<file path="src/rtl/mc16_pkg.sv">
package mc16_pkg;
  localparam int XLEN = 16;
  localparam int IW   = 32;

  typedef enum logic [2:0] {
    ST_IDLE  = 3'd0,
    ST_FETCH = 3'd1,
    ST_EXEC  = 3'd2,
    ST_DELAY = 3'd3,
    ST_NEXT  = 3'd4,
    ST_HCHK  = 3'd5
  } state_t;

  typedef enum logic [4:0] {
    OP_MOVSPR = 5'd0,
    OP_MOV    = 5'd1,
    OP_ADD    = 5'd2,
    OP_SUB    = 5'd3,
    OP_MUL    = 5'd4,
    OP_OR     = 5'd5,
    OP_AND    = 5'd6,
    OP_XOR    = 5'd7,
    OP_XNOR   = 5'd8,
    OP_NAND   = 5'd9,
    OP_NOR    = 5'd10,
    OP_NOT    = 5'd11,
    OP_STR    = 5'd12,
    OP_STIN   = 5'd13,
    OP_OUT    = 5'd14,
    OP_LDR    = 5'd15,
    OP_JMP    = 5'd16,
    OP_JC     = 5'd17,
    OP_JNC    = 5'd18,
    OP_JS     = 5'd19,
    OP_JNS    = 5'd20,
    OP_JZ     = 5'd21,
    OP_JNZ    = 5'd22,
    OP_JV     = 5'd23,
    OP_JNV    = 5'd24,
    OP_HALT   = 5'd31
  } opcode_t;

  typedef struct packed {
    logic ovf;
    logic sign;
    logic carry;
    logic zero;
  } flags_t;

  typedef struct packed {
    logic [4:0]      op;
    logic [4:0]      rd;
    logic [4:0]      rs1;
    logic            imm_sel;
    logic [XLEN-1:0] imm;
  } instr_t;
endpackage

</file>
<file path="src/rtl/mc16_alu.sv">
module mc16_alu
  import mc16_pkg::*;
(
  input  logic [4:0]      op,
  input  logic [XLEN-1:0] a,
  input  logic [XLEN-1:0] b,
  output logic [XLEN-1:0] res,
  output logic [XLEN-1:0] hi,
  output flags_t          fl,
  output logic            upd
);
  logic [XLEN:0]     sum;
  logic [XLEN:0]     dif;
  logic [2*XLEN-1:0] prod;

  assign sum  = {1'b0, a} + {1'b0, b};
  assign dif  = {1'b0, a} - {1'b0, b};
  assign prod = a * b;

  always_comb begin
    res      = '0;
    hi       = '0;
    fl.carry = 1'b0;
    fl.ovf   = 1'b0;
    upd      = 1'b1;
    case (op)
      OP_ADD: begin
        res      = sum[XLEN-1:0];
        fl.carry = sum[XLEN];
        fl.ovf   = (a[XLEN-1] == b[XLEN-1]) && (sum[XLEN-1] != a[XLEN-1]);
      end
      OP_SUB: begin
        res      = dif[XLEN-1:0];
        fl.carry = dif[XLEN];
        fl.ovf   = (a[XLEN-1] != b[XLEN-1]) && (dif[XLEN-1] != a[XLEN-1]);
      end
      OP_MUL: begin
        res      = prod[XLEN-1:0];
        hi       = prod[2*XLEN-1:XLEN];
        fl.carry = |prod[2*XLEN-1:XLEN];
      end
      OP_OR:   res = a | b;
      OP_AND:  res = a & b;
      OP_XOR:  res = a ^ b;
      OP_XNOR: res = ~(a ^ b);
      OP_NAND: res = ~(a & b);
      OP_NOR:  res = ~(a | b);
      OP_NOT:  res = ~b;
      default: upd = 1'b0;
    endcase
    fl.zero = (res == '0);
    fl.sign = res[XLEN-1];
  end
endmodule

</file>
<file path="src/rtl/mc16_regfile.sv">
module mc16_regfile
  import mc16_pkg::*;
#(
  parameter  int NUM_REGS = 32,
  localparam int RA_W     = $clog2(NUM_REGS)
) (
  input  logic            clk,
  input  logic            rst,
  input  logic [RA_W-1:0] ra_a,
  input  logic [RA_W-1:0] ra_b,
  output logic [XLEN-1:0] rd_a,
  output logic [XLEN-1:0] rd_b,
  input  logic            we,
  input  logic [RA_W-1:0] wa,
  input  logic [XLEN-1:0] wd,
  input  logic            spr_we,
  input  logic [XLEN-1:0] spr_wd,
  output logic [XLEN-1:0] spr_q
);
  logic [XLEN-1:0] regs [NUM_REGS];

  always_ff @(posedge clk) begin
    if (rst) begin
      for (int i = 0; i < NUM_REGS; i++) regs[i] <= '0;
      spr_q <= '0;
    end else begin
      if (we)     regs[wa] <= wd;
      if (spr_we) spr_q    <= spr_wd;
    end
  end

  assign rd_a = regs[ra_a];
  assign rd_b = regs[ra_b];
endmodule

</file>
<file path="src/rtl/mc16_imem.sv">
module mc16_imem
  import mc16_pkg::*;
#(
  parameter  int DEPTH = 16,
  localparam int AW    = $clog2(DEPTH)
) (
  input  logic          clk,
  input  logic          we,
  input  logic [AW-1:0] wa,
  input  logic [IW-1:0] wd,
  input  logic          re,
  input  logic [AW-1:0] ra,
  output logic [IW-1:0] rq
);
  logic [IW-1:0] mem [DEPTH];

  always_ff @(posedge clk) begin
    if (we) mem[wa] <= wd;
    if (re) rq <= mem[ra];
  end
endmodule

</file>
<file path="src/rtl/mc16_ctrl.sv">
module mc16_ctrl
  import mc16_pkg::*;
#(
  parameter int IA_W         = 4,
  parameter int DELAY_CYCLES = 4
) (
  input  logic            clk,
  input  logic            rst,
  input  logic            start,
  input  logic            is_halt,
  input  logic            jump_take,
  input  logic [IA_W-1:0] jump_tgt,
  output state_t          state,
  output logic [IA_W-1:0] pc,
  output logic            halted
);
  localparam int            CW   = (DELAY_CYCLES > 1) ? $clog2(DELAY_CYCLES) : 1;
  localparam logic [CW-1:0] LAST = CW'(DELAY_CYCLES - 1);

  state_t          st_q, st_d;
  logic [CW-1:0]   cnt_q;
  logic [IA_W-1:0] pc_q;
  logic            halted_q;

  always_comb begin
    st_d = st_q;
    case (st_q)
      ST_IDLE:  if (start) st_d = ST_FETCH;
      ST_FETCH: st_d = ST_EXEC;
      ST_EXEC:  st_d = ST_DELAY;
      ST_DELAY: if (cnt_q == LAST) st_d = ST_NEXT;
      ST_NEXT:  st_d = ST_HCHK;
      ST_HCHK:  if (!halted_q) st_d = ST_FETCH;
      default:  st_d = ST_IDLE;
    endcase
  end

  always_ff @(posedge clk) begin
    if (rst) begin
      st_q     <= ST_IDLE;
      cnt_q    <= '0;
      pc_q     <= '0;
      halted_q <= 1'b0;
    end else begin
      st_q <= st_d;
      if (st_q == ST_DELAY) cnt_q <= cnt_q + 1'b1;
      else                  cnt_q <= '0;
      if (st_q == ST_NEXT) begin
        if (is_halt)        halted_q <= 1'b1;
        else if (jump_take) pc_q     <= jump_tgt;
        else                pc_q     <= pc_q + 1'b1;
      end
    end
  end

  assign state  = st_q;
  assign pc     = pc_q;
  assign halted = halted_q;
endmodule

</file>
<file path="src/rtl/mc16_core.sv">
module mc16_core
  import mc16_pkg::*;
#(
  parameter  int NUM_REGS     = 32,
  parameter  int IMEM_DEPTH   = 16,
  parameter  int DMEM_DEPTH   = 16,
  parameter  int DELAY_CYCLES = 4,
  localparam int IA_W         = $clog2(IMEM_DEPTH),
  localparam int DA_W         = $clog2(DMEM_DEPTH),
  localparam int RA_W         = $clog2(NUM_REGS)
) (
  input  logic            clk,
  input  logic            rst,
  input  logic            start,
  input  logic            imem_we,
  input  logic [IA_W-1:0] imem_addr,
  input  logic [IW-1:0]   imem_wdata,
  input  logic [XLEN-1:0] din,
  output logic [XLEN-1:0] dout,
  output logic [3:0]      flags,
  output logic [IA_W-1:0] pc,
  output logic            halted,
  output logic [2:0]      fsm_state
);
  state_t          st;
  logic [IW-1:0]   ir_raw;
  instr_t          ir;
  logic [XLEN-1:0] ra_val, rb_val, opb, spr_val;
  logic [XLEN-1:0] alu_res, alu_hi;
  flags_t          alu_fl, flags_q;
  logic            alu_upd;
  logic            rf_we, spr_we, exec;
  logic [XLEN-1:0] rf_wd;
  logic [XLEN-1:0] dmem [DMEM_DEPTH];
  logic [DA_W-1:0] daddr;
  logic [XLEN-1:0] dmem_rd;
  logic [XLEN-1:0] dout_q;
  logic            jmp_q, jmp_d;

  mc16_imem #(.DEPTH(IMEM_DEPTH)) imem_i (
    .clk(clk), .we(imem_we), .wa(imem_addr), .wd(imem_wdata),
    .re(st == ST_FETCH), .ra(pc), .rq(ir_raw)
  );

  assign ir    = instr_t'(ir_raw);
  assign exec  = (st == ST_EXEC);
  assign daddr = ir.imm[DA_W-1:0];

  mc16_regfile #(.NUM_REGS(NUM_REGS)) rf_i (
    .clk(clk), .rst(rst),
    .ra_a(ir.rs1[RA_W-1:0]), .ra_b(ir.imm[XLEN-1 -: RA_W]),
    .rd_a(ra_val), .rd_b(rb_val),
    .we(rf_we), .wa(ir.rd[RA_W-1:0]), .wd(rf_wd),
    .spr_we(spr_we), .spr_wd(alu_hi), .spr_q(spr_val)
  );

  assign opb = ir.imm_sel ? ir.imm : rb_val;

  mc16_alu alu_i (
    .op(ir.op), .a(ra_val), .b(opb),
    .res(alu_res), .hi(alu_hi), .fl(alu_fl), .upd(alu_upd)
  );

  assign dmem_rd = dmem[daddr];

  always_comb begin
    rf_we = 1'b0;
    rf_wd = alu_res;
    case (ir.op)
      OP_MOVSPR: begin rf_we = exec; rf_wd = spr_val; end
      OP_MOV:    begin rf_we = exec; rf_wd = opb;     end
      OP_LDR:    begin rf_we = exec; rf_wd = dmem_rd; end
      default:   rf_we = exec && alu_upd;
    endcase
  end

  assign spr_we = exec && (ir.op == OP_MUL);

  always_comb begin
    case (ir.op)
      OP_JMP:  jmp_d = 1'b1;
      OP_JC:   jmp_d = flags_q.carry;
      OP_JNC:  jmp_d = !flags_q.carry;
      OP_JS:   jmp_d = flags_q.sign;
      OP_JNS:  jmp_d = !flags_q.sign;
      OP_JZ:   jmp_d = flags_q.zero;
      OP_JNZ:  jmp_d = !flags_q.zero;
      OP_JV:   jmp_d = flags_q.ovf;
      OP_JNV:  jmp_d = !flags_q.ovf;
      default: jmp_d = 1'b0;
    endcase
  end

  always_ff @(posedge clk) begin
    if (exec) begin
      if (ir.op == OP_STR)  dmem[daddr] <= ra_val;
      if (ir.op == OP_STIN) dmem[daddr] <= din;
    end
  end

  always_ff @(posedge clk) begin
    if (rst) begin
      flags_q <= '0;
      dout_q  <= '0;
      jmp_q   <= 1'b0;
    end else if (exec) begin
      if (alu_upd)         flags_q <= alu_fl;
      if (ir.op == OP_OUT) dout_q  <= dmem_rd;
      jmp_q <= jmp_d;
    end
  end

  mc16_ctrl #(.IA_W(IA_W), .DELAY_CYCLES(DELAY_CYCLES)) ctrl_i (
    .clk(clk), .rst(rst), .start(start),
    .is_halt(ir.op == OP_HALT), .jump_take(jmp_q),
    .jump_tgt(ir.imm[IA_W-1:0]),
    .state(st), .pc(pc), .halted(halted)
  );

  assign dout      = dout_q;
  assign flags     = flags_q;
  assign fsm_state = st;
endmodule

</file>
<file path="config.mk">
export PLATFORM = sky130hd
export DESIGN_NAME = mc16_core
export DESIGN_NICKNAME = d
export VERILOG_FILES = /design/src/rtl/mc16_pkg.sv /design/src/rtl/mc16_alu.sv /design/src/rtl/mc16_regfile.sv /design/src/rtl/mc16_imem.sv /design/src/rtl/mc16_ctrl.sv /design/src/rtl/mc16_core.sv
export SDC_FILE = /design/constraint.sdc
export NUM_CORES = 2
export LEC_CHECK = 0
export BUFFER_PORTS_ARGS = -buffer_cell sky130_fd_sc_hd__buf_2
export CORE_ASPECT_RATIO = 1.75
export CORE_UTILIZATION = 60
export DETAILED_ROUTE_END_ITERATION = 16
export PLACE_DENSITY = 0.88
export SLEW_MARGIN = 40
export SYNTH_ARGS = -nofsm -noshare
export SYNTH_HDL_FRONTEND = slang
export SYNTH_SLANG_ARGS = --single-unit
</file>
<file path="constraint.sdc">
create_clock -name clk -period 10.2 [get_ports clk]
set_input_delay 2.55 -clock clk [delete_from_list [all_inputs] [get_ports clk]]
set_output_delay 2.55 -clock clk [all_outputs]
set_load 0.01 [all_outputs]
</file>
==> flow_summary.json <==
{
  "post_dp_hpwl_mm": 160,
  "synth-seq-area-share": 0.578,
  "dominantRegCellSynth": "sky130_fd_sc_hd__edfxtp_1",
  "max_cap_violations": 0,
  "setup_tns_after_final_layout_ps": -579,
  "cp_class": "flop to flop",
  "fin_skew_ps": 107,
  "layout.core_utilization": 0.667,
  "synth.avg_cell_area_um2": 15.0,
  "grt_start_max_net_pins": 103,
  "initial_antenna_violation_count": 42,
  "min_path_type": "flop to flop",
  "cp-end-kind": "flop",
  "fmax_mhz": 97.4,
  "synth.yosys.warnings": 0,
  "drive_gt1_frac": 0.241,
  "timing.final.crit_share": 1.01,
  "max-slew-margin-rel": 0.333,
  "register_bit_total_from_synthesis": 1359,
  "finish.net_count": 5151,
  "relative_area_change_from_synthesis_to_final_layout_pct": 10.3,
  "cts_max_level": 3,
  "die_outline_area_mm2": 0.118,
  "drc_errors": 0,
  "layout.filler_cells": 7084,
  "placeable_core_area_mm2": 0.115,
  "vias": 48000,
  "syn_inst": 4655,
  "drt_first_pass_iters": 8,
  "clk_pin_slew_ps": 80,
  "final_hold_viol_count": 0,
  "routedWlPerCell_um": 39.7,
  "critical_path_required_ps": 10720,
  "initial_utilization": 0.605,
  "max_slew.worst_pin.slew_ps": 998,
  "run_status": "complete, but fails checks",
  "wire_length_of_the_first_global_routing_pass_mm": 361,
  "post_cts.repair.setup_buffers": 0,
  "cp_slowest_cell": "sky130_fd_sc_hd__edfxtp_1",
  "route.detailed.vias_per_inst": 7.53,
  "cts.sinks": 1359,
  "critical_path.max_fanout": 32,
  "tritoncts.num_buffers": 110,
  "tritoncts_clock_tree": "done",
  "p_leak_uw": 0.0265,
  "rsz_0062_raised_after_global_routing": "no",
  "core.rowCount": 165,
  "clk_root_buffer_cell": "sky130_fd_sc_hd__clkbuf_16",
  "cts_buffer_depth": 3,
  "netlist-cell-type-count": 84,
  "cp_slowest_stage_delay_ps": 790,
  "first_global_vias": 49700,
  "hold-worst-slack_ps": 469,
  "top_level_ports": 84,
  "async_reset_ff_frac": 0,
  "insertion_delay_ps": 840,
  "setup_viol_count_final": 23,
  "finalWirelength_mm": 253,
  "post_synth_instance_area_mm2": 0.0698,
  "mappedNetlistNets": 5061,
  "place.port_buffers": 83,
  "startpoint_type": "flop",
  "grt.overflow.total": 0,
  "crit_top_cell": "sky130_fd_sc_hd__fa_1",
  "initial_detailed_routing_violation_count": 8119,
  "violations": "negative setup slack",
  "width_of_the_chip_um": 260,
  "pre_cts_ws_ps": 613,
  "antenna_violating_nets_post_route": 0,
  "timing.final.ws_setup_ps": -62.8,
  "peakVddDrop_mv": 0.687,
  "pwr_density_cell_mw_per_mm2": 273,
  "grt.total_usage": 0.445,
  "period_minus_slack_ps": 10260,
  "die_h_um": 453,
  "final-max-slew-violation-count": 0,
  "synth_enable_flop_cells": 1312,
  "globalplace.congestion": 1.09,
  "worst-endpoint-arrival_ps": 10780
}
[critical path, delay by kind of cell (launching register included)]
family / cells / cell delay [ps]
adder cells (fa/ha/maj): 8 / 3940
AND/OR/NAND/NOR: 5 / 590
AO/OA/AOI/OAI: 8 / 2790
flip-flops: 1 / 790
XOR/XNOR: 1 / 310
buffers and inverters: 8 / 1480
[cell type report]
| class | count | area [um^2] | area share |
|---|---|---|---|
| inverters | 269 | 1010 | 0.0131 |
| well taps | 1503 | 1880 | 0.0244 |
| clock buffers | 122 | 2800 | 0.0363 |
| diodes | 23 | 57.6 | 0.000748 |
| multi-input cells | 2707 | 27600 | 0.358 |
| clock inverters | 84 | 987 | 0.0128 |
| repair buffers | 298 | 2330 | 0.0302 |
| flip-flops and latches | 1359 | 40300 | 0.524 |
[cells by family (layout without fill, tap and decap cells)]
| family | after synthesis | after routing | synth area share |
|---|---|---|---|
| muxes | 599 | 599 | 0.181 |
| buffers and inverters | 589 | 773 | 0.0346 |
| other | 0 | 23 | 0 |
| and+or+nand+nor | 1303 | 1303 | 0.0775 |
| AOI/OAI and AO/OA | 414 | 414 | 0.0393 |
| xor gates and xnor gates | 41 | 41 | 0.00515 |
| DFF | 1359 | 1359 | 0.578 |
| adders and majority gates | 350 | 350 | 0.0839 |
[synth_stat cells, types with 11 or more instances]
| master | instances | area share |
|---|---|---|
| sky130_fd_sc_hd__a211oi_1 | 24 | 0.0026 |
| sky130_fd_sc_hd__a21o_1 | 14 | 0.0015 |
| sky130_fd_sc_hd__a21oi_1 | 134 | 0.0096 |
| sky130_fd_sc_hd__a221oi_1 | 14 | 0.0018 |
| sky130_fd_sc_hd__and3_1 | 12 | 0.0011 |
| sky130_fd_sc_hd__buf_1 | 26 | 0.0014 |
| sky130_fd_sc_hd__buf_2 | 85 | 0.0061 |
| sky130_fd_sc_hd__buf_4 | 12 | 0.0013 |
| sky130_fd_sc_hd__clkbuf_1 | 191 | 0.010 |
| sky130_fd_sc_hd__clkinv_1 | 12 | 0.00065 |
| sky130_fd_sc_hd__dfxtp_1 | 47 | 0.013 |
| sky130_fd_sc_hd__edfxtp_1 | 1312 | 0.56 |
| sky130_fd_sc_hd__fa_1 | 196 | 0.056 |
| sky130_fd_sc_hd__ha_1 | 154 | 0.028 |
| sky130_fd_sc_hd__inv_1 | 246 | 0.013 |
| sky130_fd_sc_hd__inv_2 | 11 | 0.00059 |
| sky130_fd_sc_hd__mux2_2 | 19 | 0.0031 |
| sky130_fd_sc_hd__mux2i_1 | 49 | 0.0070 |
| sky130_fd_sc_hd__mux4_2 | 531 | 0.17 |
| sky130_fd_sc_hd__nand2_1 | 307 | 0.017 |
| sky130_fd_sc_hd__nand2b_1 | 45 | 0.0040 |
| sky130_fd_sc_hd__nand3_1 | 30 | 0.0022 |
| sky130_fd_sc_hd__nor2_1 | 791 | 0.043 |
| sky130_fd_sc_hd__nor2b_1 | 17 | 0.0015 |
| sky130_fd_sc_hd__nor3_1 | 28 | 0.0020 |
| sky130_fd_sc_hd__o211ai_1 | 14 | 0.0015 |
| sky130_fd_sc_hd__o21ai_0 | 66 | 0.0047 |
| sky130_fd_sc_hd__o21ai_1 | 11 | 0.00079 |
| sky130_fd_sc_hd__o221ai_1 | 11 | 0.0014 |
| sky130_fd_sc_hd__o31ai_1 | 12 | 0.0013 |
| sky130_fd_sc_hd__xnor2_1 | 22 | 0.0028 |
| sky130_fd_sc_hd__xor2_1 | 19 | 0.0024 |
[routing by layer]
| metal | global-route usage | wire length, um | part of all wire | up-vias |
|---|---|---|---|---|
| li1 | - | - | - | 17700 |
| met1 | 0.437 | 66200 | 0.26 | 23100 |
| met2 | 0.693 | 119000 | 0.47 | 5115 |
| met3 | 0.172 | 33200 | 0.13 | 1960 |
| met4 | 0.459 | 34000 | 0.13 | 34 |
| met5 | 0.00705 | 291 | 0.0012 | - |
[power by group]
group / switching (uW) / internal, uW / total, uW / leakage, uW
Clock: 2190 / 2400 / 4590 / 0.00181
Combinational: 6730 / 3310 / 10000 / 0.0118
Sequential: 101 / 6290 / 6400 / 0.0129
Total: 9020 / 12000 / 21000 / 0.0265
[what timing repair did]
item / CTS / global route
hold buffers: 0 / 0
gates resized for setup: 0 / 1
setup endpoints to repair: 0 / 27
[state kept, by name, summed over array words and instances (netlist names), 2 cells and up]
signal,count
dout,16
rf_i.regs,512
ctrl_i.cnt_q,2
ctrl_i.pc,4
flags,4
dmem,256
imem_i.rq,32
imem_i.mem,512
ctrl_i.state,3
rf_i.spr_q,16
[cell usage in the layout, fill, tap and decap left out, drive strengths merged, types with 22 or more instances in the layout]
| master | count |
|---|---|
| mux2i | 49 |
| nor3 | 29 |
| ha | 154 |
| mux4 | 531 |
| inv | 265 |
| a21oi | 134 |
| nand2 | 307 |
| a211oi | 27 |
| o21ai | 77 |
| edfxtp | 1312 |
| clkbuf | 123 |
| buf | 297 |
| xnor2 | 22 |
| fa | 196 |
| nand3 | 30 |
| dfxtp | 47 |
| clkinv | 62 |
| diode | 23 |
| nand2b | 45 |
| nor2 | 792 |
[worst paths after layout]
kind                                     from                end  slack (ps)  cells after the start
worst max-delay path            imem_i.rq[12]  rf_i.regs[13][15]         -60                     30
worst min-delay path                 dout[14]           dout[14]         470                      2
worst max register to register  imem_i.rq[12]  rf_i.regs[13][15]         -60                     30
worst min register to register       dout[14]           dout[14]         470                      2
[metrics by stage]
stage | area (um^2) | total power (uW) | std cells
after floorplan | 69800 | 11800 | 4655
after global routing | 77000 | 21600 | 6351
final | 77000 | 21000 | 6365
after detailed placement | 73000 | 15800 | 6132
after global placement | 72800 | 15800 | 6131
after CTS | 76800 | 20400 | 6338
Power figures use the tool's default switching activity.
